$ cat config.mk
export PLATFORM = sky130hd
export DESIGN_NAME = dma_mover
export DESIGN_NICKNAME = d
export VERILOG_FILES = /design/src/rtl/dma_pkg.sv /design/src/rtl/dma_addr_step.sv /design/src/rtl/dma_unit_count.sv /design/src/rtl/dma_seq.sv /design/src/rtl/dma_mover.sv
export SDC_FILE = /design/constraint.sdc
export NUM_CORES = 1
export LEC_CHECK = 0
export BUFFER_PORTS_ARGS = -buffer_cell sky130_fd_sc_hd__buf_2
export CORE_AREA = 2 2 124 156
export CTS_BUF_LIST = sky130_fd_sc_hd__clkbuf_16
export CTS_CLUSTER_SIZE = 8
export DETAILED_ROUTE_END_ITERATION = 12
export DIE_AREA = 0 0 126 158
export PLACE_DENSITY = 0.72
export SLEW_MARGIN = 10
export SYNTH_ARGS = -nofsm -noshare
export SYNTH_HDL_FRONTEND = slang
export SYNTH_SLANG_ARGS = --single-unit
$ cat constraint.sdc
create_clock -name clk -period 2.8 [get_ports clk]
set_input_delay 0.7 -clock clk [delete_from_list [all_inputs] [get_ports clk]]
set_output_delay 0.7 -clock clk [all_outputs]
set_load 0.05 [all_outputs]
$ cat src/rtl/dma_pkg.sv
package dma_pkg;

   typedef enum logic [1:0] {
      XM_SINGLE = 2'b00,
      XM_DEMAND = 2'b01,
      XM_BLOCK  = 2'b10,
      XM_RSVD   = 2'b11
   } xfer_mode_e;

   typedef enum logic [2:0] {
      SQ_IDLE,
      SQ_ARB,
      SQ_READ,
      SQ_WRITE,
      SQ_REST
   } seq_state_e;

   localparam logic [1:0] REG_SRC = 2'd0;
   localparam logic [1:0] REG_DST = 2'd1;
   localparam logic [1:0] REG_CNT = 2'd2;
   localparam logic [1:0] REG_CTL = 2'd3;

   localparam int unsigned CTL_GO      = 0;
   localparam int unsigned CTL_MODE_LO = 1;
   localparam int unsigned CTL_MODE_HI = 2;
   localparam int unsigned CTL_SINC    = 3;
   localparam int unsigned CTL_DINC    = 4;
   localparam int unsigned ST_DONE     = 5;
   localparam int unsigned ST_BUSY     = 6;
   localparam int unsigned CTL_WIDTH   = 7;

endpackage

$ cat src/rtl/dma_addr_step.sv
module dma_addr_step #(
   parameter int unsigned AW   = 32,
   parameter int unsigned STEP = 1
) (
   input  logic          clk,
   input  logic          rst_n,
   input  logic          load,
   input  logic [AW-1:0] load_val,
   input  logic          advance,
   input  logic          inc_en,
   output logic [AW-1:0] addr
);

   logic [AW-1:0] next_addr;

   generate
      if (STEP == 1) begin : g_unit
         assign next_addr = addr + 1'b1;
      end else begin : g_wide
         assign next_addr = addr + AW'(STEP);
      end
   endgenerate

   always_ff @(posedge clk) begin
      if (!rst_n) begin
         addr <= '0;
      end else if (load) begin
         addr <= load_val;
      end else if (advance && inc_en) begin
         addr <= next_addr;
      end
   end

endmodule

$ cat src/rtl/dma_unit_count.sv
module dma_unit_count #(
   parameter int unsigned CW = 16
) (
   input  logic          clk,
   input  logic          rst_n,
   input  logic          load,
   input  logic [CW-1:0] load_val,
   input  logic          dec,
   output logic [CW-1:0] count,
   output logic          is_zero,
   output logic          is_last
);

   always_ff @(posedge clk) begin
      if (!rst_n) begin
         count <= '0;
      end else if (load) begin
         count <= load_val;
      end else if (dec && !is_zero) begin
         count <= count - 1'b1;
      end
   end

   assign is_zero = (count == '0);
   assign is_last = (count == CW'(1));

endmodule

$ cat src/rtl/dma_seq.sv
module dma_seq
   import dma_pkg::*;
(
   input  logic       clk,
   input  logic       rst_n,
   input  logic       launch,
   input  logic       cnt_zero,
   input  logic       cnt_last,
   input  xfer_mode_e mode,
   input  logic       per_req,
   input  logic       eop,
   input  logic       bus_gnt,
   output logic       bus_req,
   output logic       rd_stb,
   output logic       wr_stb,
   output logic       finish,
   output logic       busy,
   output logic       sel_dst
);

   seq_state_e state_q, state_d;
   logic       eop_pend_q;
   logic       eop_now;
   logic       want_bus;

   assign busy     = (state_q != SQ_IDLE);
   assign sel_dst  = (state_q == SQ_WRITE);
   assign eop_now  = eop_pend_q | eop;
   assign want_bus = (mode == XM_BLOCK) || (mode == XM_RSVD) || per_req;

   always_ff @(posedge clk) begin
      if (!rst_n) begin
         eop_pend_q <= 1'b0;
      end else if (launch) begin
         eop_pend_q <= 1'b0;
      end else if (busy && eop) begin
         eop_pend_q <= 1'b1;
      end
   end

   always_comb begin
      state_d = state_q;
      bus_req = 1'b0;
      rd_stb  = 1'b0;
      wr_stb  = 1'b0;
      finish  = 1'b0;
      unique case (state_q)
         SQ_IDLE: begin
            if (launch) begin
               if (cnt_zero) begin
                  finish = 1'b1;
               end else begin
                  state_d = SQ_ARB;
               end
            end
         end
         SQ_ARB: begin
            if (eop_now) begin
               finish  = 1'b1;
               state_d = SQ_IDLE;
            end else begin
               bus_req = want_bus;
               if (want_bus && bus_gnt) begin
                  state_d = SQ_READ;
               end
            end
         end
         SQ_READ: begin
            bus_req = 1'b1;
            if (bus_gnt) begin
               rd_stb  = 1'b1;
               state_d = SQ_WRITE;
            end
         end
         SQ_WRITE: begin
            bus_req = 1'b1;
            if (bus_gnt) begin
               wr_stb = 1'b1;
               if (cnt_last || eop_now) begin
                  finish  = 1'b1;
                  state_d = SQ_IDLE;
               end else begin
                  unique case (mode)
                     XM_SINGLE: state_d = SQ_REST;
                     XM_DEMAND: state_d = per_req ? SQ_READ : SQ_ARB;
                     default:   state_d = SQ_READ;
                  endcase
               end
            end
         end
         SQ_REST: begin
            state_d = SQ_ARB;
         end
         default: state_d = SQ_IDLE;
      endcase
   end

   always_ff @(posedge clk) begin
      if (!rst_n) begin
         state_q <= SQ_IDLE;
      end else begin
         state_q <= state_d;
      end
   end

endmodule

$ cat src/rtl/dma_mover.sv
module dma_mover
   import dma_pkg::*;
#(
   parameter int unsigned DW        = 32,
   parameter int unsigned AW        = 32,
   parameter int unsigned CW        = 16,
   parameter int unsigned RW        = 32,
   parameter bit          BYTE_ADDR = 1'b1
) (
   input  logic          clk,
   input  logic          rst_n,
   input  logic          cfg_we,
   input  logic [1:0]    cfg_addr,
   input  logic [RW-1:0] cfg_wdata,
   output logic [RW-1:0] cfg_rdata,
   input  logic          per_req,
   input  logic          eop,
   output logic          bus_req,
   input  logic          bus_gnt,
   output logic [AW-1:0] bus_addr,
   output logic          bus_rd,
   output logic          bus_wr,
   output logic [DW-1:0] bus_wdata,
   input  logic [DW-1:0] bus_rdata,
   output logic          done_pulse
);

   localparam int unsigned STEP  = BYTE_ADDR ? (DW / 8) : 1;
   localparam int unsigned NSIDE = 2;

   generate
      if (AW > RW) begin : g_bad_aw
         $error("dma_mover: AW must not exceed RW");
      end
      if (CW > RW || CW < 1) begin : g_bad_cw
         $error("dma_mover: CW must be in 1..RW");
      end
      if (RW < CTL_WIDTH) begin : g_bad_rw
         $error("dma_mover: RW too narrow for control register");
      end
      if (BYTE_ADDR && (DW < 8 || (DW % 8) != 0)) begin : g_bad_dw
         $error("dma_mover: byte addressing needs DW a multiple of 8");
      end
   endgenerate

   logic             busy;
   logic             launch;
   logic             finish;
   logic             rd_stb;
   logic             wr_stb;
   logic             sel_dst;
   logic             cnt_zero;
   logic             cnt_last;
   logic             reg_wr;
   logic             done_q;
   xfer_mode_e       mode_q;
   logic [NSIDE-1:0] inc_q;
   logic [AW-1:0]    side_addr [NSIDE];
   logic [CW-1:0]    cnt_val;
   logic [DW-1:0]    data_q;

   assign reg_wr = cfg_we && !busy;
   assign launch = reg_wr && (cfg_addr == REG_CTL) && cfg_wdata[CTL_GO];

   always_ff @(posedge clk) begin
      if (!rst_n) begin
         mode_q <= XM_SINGLE;
         inc_q  <= '0;
      end else if (reg_wr && cfg_addr == REG_CTL) begin
         mode_q <= xfer_mode_e'(cfg_wdata[CTL_MODE_HI:CTL_MODE_LO]);
         inc_q  <= cfg_wdata[CTL_DINC:CTL_SINC];
      end
   end

   generate
      for (genvar s = 0; s < NSIDE; s++) begin : g_side
         localparam logic [1:0] SEL = (s == 0) ? REG_SRC : REG_DST;
         dma_addr_step #(
            .AW   (AW),
            .STEP (STEP)
         ) u_addr (
            .clk      (clk),
            .rst_n    (rst_n),
            .load     (reg_wr && (cfg_addr == SEL)),
            .load_val (cfg_wdata[AW-1:0]),
            .advance  (wr_stb),
            .inc_en   (inc_q[s]),
            .addr     (side_addr[s])
         );
      end
   endgenerate

   dma_unit_count #(
      .CW (CW)
   ) u_count (
      .clk      (clk),
      .rst_n    (rst_n),
      .load     (reg_wr && (cfg_addr == REG_CNT)),
      .load_val (cfg_wdata[CW-1:0]),
      .dec      (wr_stb),
      .count    (cnt_val),
      .is_zero  (cnt_zero),
      .is_last  (cnt_last)
   );

   dma_seq u_seq (
      .clk      (clk),
      .rst_n    (rst_n),
      .launch   (launch),
      .cnt_zero (cnt_zero),
      .cnt_last (cnt_last),
      .mode     (mode_q),
      .per_req  (per_req),
      .eop      (eop),
      .bus_gnt  (bus_gnt),
      .bus_req  (bus_req),
      .rd_stb   (rd_stb),
      .wr_stb   (wr_stb),
      .finish   (finish),
      .busy     (busy),
      .sel_dst  (sel_dst)
   );

   always_ff @(posedge clk) begin
      if (!rst_n) begin
         data_q     <= '0;
         done_q     <= 1'b0;
         done_pulse <= 1'b0;
      end else begin
         if (rd_stb) begin
            data_q <= bus_rdata;
         end
         if (finish) begin
            done_q <= 1'b1;
         end else if (launch) begin
            done_q <= 1'b0;
         end
         done_pulse <= finish;
      end
   end

   assign bus_addr  = sel_dst ? side_addr[1] : side_addr[0];
   assign bus_rd    = rd_stb;
   assign bus_wr    = wr_stb;
   assign bus_wdata = data_q;

   always_comb begin
      cfg_rdata = '0;
      unique case (cfg_addr)
         REG_SRC: cfg_rdata = RW'(side_addr[0]);
         REG_DST: cfg_rdata = RW'(side_addr[1]);
         REG_CNT: cfg_rdata = RW'(cnt_val);
         default: begin
            cfg_rdata[CTL_MODE_HI:CTL_MODE_LO] = mode_q;
            cfg_rdata[CTL_SINC]                = inc_q[0];
            cfg_rdata[CTL_DINC]                = inc_q[1];
            cfg_rdata[ST_DONE]                 = done_q;
            cfg_rdata[ST_BUSY]                 = busy;
         end
      endcase
   end

endmodule

Word level (Yosys, flattened, before mapping):

Index checks and enable logic that the tools add are counted.

* memories: 0
* memory bits (writable): 0
* bits in latches: 0
* register bits: 122
* memory bits (read-only): 0
* input bits: 72

* bitwise logic cells: 2
* shift operators: 0
* muxes and demuxes: 33
* equality and inequality tests: 16
* reductions and logical operators: 28
* add/sub/neg operators: 3
* divide/modulo/power cells: 0
* multiply operators: 0
* order comparisons: 0

Operators by type and width (count)
* two-way mux 32 bit: 5
* case mux 25 bit (3 select lines): 1
* adder 32 x 3 -> 32 bit, second input constant: 2
* two-way mux 16 bit: 2
* two-way mux 3 bit: 7
* case mux 6 bit (3 select lines): 1
* equality test 16 x 1 -> 1 bit, second input constant: 1
* logical NOT 16 bit: 1
* subtractor 16 x 1 -> 16 bit, second input constant: 1
* case mux 3 bit (5 select lines): 1
* logical AND 1 bit: 11
* two-way mux 1 bit: 11
* equality test 2 bit, second input constant: 4
* != test 2 bit, second input constant: 4
* nonzero test 2 bit: 4
* equality test 3 x 2 -> 1 bit, second input constant: 2
* case mux 1 bit (3 select lines): 2
* case mux 3 bit (2 select lines): 1
* AND reduction 5 bit: 1
* equality test 2 x 1 -> 1 bit, second input constant: 2
* logical NOT 2 bit: 2
* OR reduction 2 bit: 2
* equality test 3 x 1 -> 1 bit, second input constant: 1
* equality test 3 bit, second input constant: 1
* other kinds (9): 12

Logic depth before layout (Yosys ltp):

* word-level depth: 8
* depth in mapped cells: 9
* mapped depth without buffers: 7

By module:

Synthesis repeated with hierarchy kept, for this count alone.

* cells, all modules: 843
* area, all modules: 7408.4 µm²

Modules (own cells, without submodules)
* dma_addr_step: area each 1815.5 µm², times used 2, cells each 221
* dma_mover: area each 2499.9 µm², times used 1, cells each 237
* dma_unit_count: area each 955.9 µm², times used 1, cells each 120
* dma_seq: area each 321.6 µm², times used 1, cells each 44

Worst setup path after synthesis:

Ideal clock, no wire load.

* path kind: input port to output port
* from: in cfg_addr[1]
* to: out cfg_rdata[0]
* stages on the path: 4
* path slack: -0.588 ns
* required time: 2.100 ns
* data arrival time: 2.688 ns
* path through: clkbuf_1 clkbuf_1 mux2i_1 o21ai_0

* longest elaborated chain between the ends: 2
* elaborated cells on any way between the ends: 4

Ends and longest elaborated chain
* start: declaration: RTL line dma_mover.sv:13 `input logic [1:0] cfg_addr,`
* equality test 2 bit, or another cell as far along: RTL line dma_mover.sv:149 `unique case (cfg_addr)`
* case mux 1 bit (3 select lines) (*): RTL line dma_mover.sv:149
* end: declaration: RTL line dma_mover.sv:15 `output logic [RW-1:0] cfg_rdata,`

Mark *: on every way between the ends. The rest lies on a longest branch, timed or not.

Worst setup path in the final report:

* from: reg u_seq.state_q[2]
* to: out cfg_rdata[6]

* longest elaborated chain between the ends: 2

Ends and longest elaborated chain
* start: declaration: RTL line dma_seq.sv:21 `seq_state_e state_q, state_d;`
* start signal: assignment: RTL line dma_seq.sv:102 `state_q <= state_d;`
* nonzero test 3 bit: RTL line dma_seq.sv:26 `assign busy = (state_q != SQ_IDLE);`
* case mux 6 bit (3 select lines): RTL line dma_mover.sv:149

No other way between the ends.

==> flow_summary.yaml <==
yosys:
  post-synth-top-count-cell: "nand2_1"
  synth_seq_cells: 122
  synth_area_sq_um: 7230
  syn_inst: 916
  avgSynthCellArea_sq_um: 7.89
  synth_top_area_share_pct: 33.8
  ys_types: 70
  synth_warnings: 0
  yosysTopAreaCell: "dfxtp_1"
  synth-main-ff-cell: "dfxtp_1"
  synth_edf_count: 0
  synth_common_cells: "nand2_1 (149), dfxtp_1 (122), a21oi_1 (82)"
  syn-num-nets: 993
  ys_async_sr_fraction_pct: 0
  synth_area_leaders: "dfxtp_1 (34%), nand2_1 (7.7%), a21oi_1 (5.7%)"
  yosysSeqAreaShare_pct: 33.8
layout:
  design_area_sq_um: 9140
  drive_gt1_share_pct: 29.5
  seqCellArea_sq_um: 2440
  multi_input_comb_area_sq_um: 4520
  fillerInstances: 1823
  final_nets: 1166
  syn_to_final_growth_pct: 26.4
clock_network:
  cts-resized-gates: 0
  htree_levels: 4
  cts.sinks: 122
  cts_tree: "done"
  clock_latency_ns: 0.42
  cts_buffers: 17
  clk_path_buf_depth: 2
  clkTransAtPathRegs_ns: 0.06
  postCtsSetupBuffers: 0
  ctsHoldBuffers: 0
  cts-root-buf: "clkbuf_16"
power_and_ir_drop:
  vdd_drop_max_mv: 0.298
  powerDensity_nw_per_um2: 520
  leakagePower_nw: 3.79
die:
  initial_core_util_pct: 39.1
  core_sq_um: 18500
  die_y_microns: 158
  ios: 172
  die_area_sq_um: 19900
  rows: 56
  die_w_microns: 126
global_route:
  antenna_found_initial: 1
  grt_usage_pct: 24.2
  grt_max_degree: 96
  overflow: 0
  grt_pass1_wl_microns: 38200
  grt_pass1_vias: 7265
min_path:
  hp-class: "reg2reg"
sta:
  finalMaxSlewViolations: 0
  tightest_slew_ns: 0.759
  setup_tns_ns: 0
  setup_viol: 0
  fmax_mhz: 371
  report.final.hold_viol_count: 0
  fin_crit_ns: 2.70
  timing.slew.headroom_pct: 49.2
  finalCritPeriodShare_pct: 96.4
  rsz0062_at_grt: "no"
  finalClockSkew_ns: 0.0117
setup_path:
  crit_fanout: 10
  required_ns: 2.10
  crit_chain: "or3_1, mux4_2, buf_2"
  reg2reg_slack_ns: 0.43
  max_stage_delay_ns: 0.52
  path_class: "reg2out"
  cp.arrival_ns: 2.00
  cp_slowest_cell: "mux4_2"
  critPathLaunchType: "register"
  end_kind: "output pin"
drt:
  first_iter_violations: 673
  avgRoutedWirePerCell_microns: 18.5
  drt-total-wl_microns: 24700
  num_vias: 7817
  detail-route-antenna-nets: 0
  drcViolationCount: 0
  viasPerCell: 5.86
  drt_first_pass_iters: 6
placed_design:
  gp_congestion: 0.947
  io_buffers: 171
  place_area_sq_um: 8580
  dp_hpwl_microns: 17800
flow_run:
  maxCapViolCount: 0
run_status:
  outcome: "finished clean"
[flip-flops by register name (all words and copies together) (netlist names)]
signal              count
bus_wdata              32
done_pulse              1
done_q                  1
g_side.u_addr.addr     64
inc_q                   2
mode_q                  2
u_count.count          16
u_seq.eop_pend_q        1
u_seq.state_q           3
[kinds of logic (layout without fill, tap and decap cells)]
| family | after synthesis | after routing | synth area share, % |
|---|---|---|---|
| buffers and inverters | 83 | 268 | 4.92 |
| adders and majority gates | 5 | 5 | 0.866 |
| xor gates and xnor gates | 24 | 24 | 2.91 |
| muxes | 65 | 65 | 10.6 |
| DFF | 122 | 122 | 33.8 |
| and+or+nand+nor | 378 | 378 | 26.3 |
| other | 0 | 1 | 0 |
| AOI/OAI and AO/OA | 239 | 239 | 20.6 |
[cell usage in the layout, fill, tap and decap left out, types with 5 or more instances in the layout]
cell type and instances:
a22oi_1 10, o21ai_1 8, xnor2_1 6, buf_4 47
nand3_1 32, mux2i_1 27, nor4_1 8, o21a_1 6
inv_1 15, mux4_2 6, ha_1 5, nor2_1 61
o211ai_1 7, buf_2 171, nor3_1 12, nand2_1 149
and3_1 15, clkbuf_16 17, o311ai_0 5, a32oi_1 6
a31oi_1 23, dfxtp_1 122, nor2_4 10, or3_1 15
o21ai_0 44, nor4_4 5, a21oi_1 82, a211oi_1 12
nand4_1 36, xor2_1 18, mux2_2 31
[area by class of cell]
class,instances,area share [%]
inverter,16,0.657
sequential,122,26.7
tap,232,3.18
clock buffer,17,4.66
timing repair buffer,221,13.9
antenna,1,0.0274
clock inverter,14,1.37
multi-input combinational,711,49.5
[worst max-delay path: cells and delay by family, from the launching register on]
family	cells	cell delay, ns
buffers and inverters	1	0.23
DFF	1	0.39
muxes	1	0.52
and+or+nand+nor	1	0.43
[per-layer routing]
layer	vias up	global-route usage (%)	part of all wire, %
li1	3705	-	-
met1	3682	29.4	40
met2	368	40.8	49
met3	62	5.37	7.7
met4	0	11.3	3.3
met5	-	0	0
[worst paths after layout]
check                                                    from                            end  cells past startpoint
worst min register to register      bus_wdata[6]$_SDFFE_PN0P_      bus_wdata[6]$_SDFFE_PN0P_                      2
worst max-delay path            u_seq.state_q[2]$_SDFFE_PN0P_                   cfg_rdata[6]                      3
worst max register to register  u_count.count[0]$_SDFFE_PN0P_  u_count.count[8]$_SDFFE_PN0P_                      7
worst min-delay path                bus_wdata[6]$_SDFFE_PN0P_      bus_wdata[6]$_SDFFE_PN0P_                      2
[power breakdown]
part,internal (mW),switching (mW)
logic,0.268,0.514
registers,1.80,0.104
clock network,1.21,0.851
[stage by stage]
step	setup WS, ns	util (%)	hold WS, ns	power, mW	instances
after floorplan	-0.216	-	0.437	2.44	916
after global placement	0.177	46.4	0.438	2.70	1302
after detailed placement	0.148	46.4	0.443	2.71	1302
after CTS	0.0941	49.4	0.452	4.77	1333
after global routing	0.00851	49.4	0.474	4.92	1333
final	0.101	49.4	0.452	4.75	1334
Power figures use the tool's default switching activity.
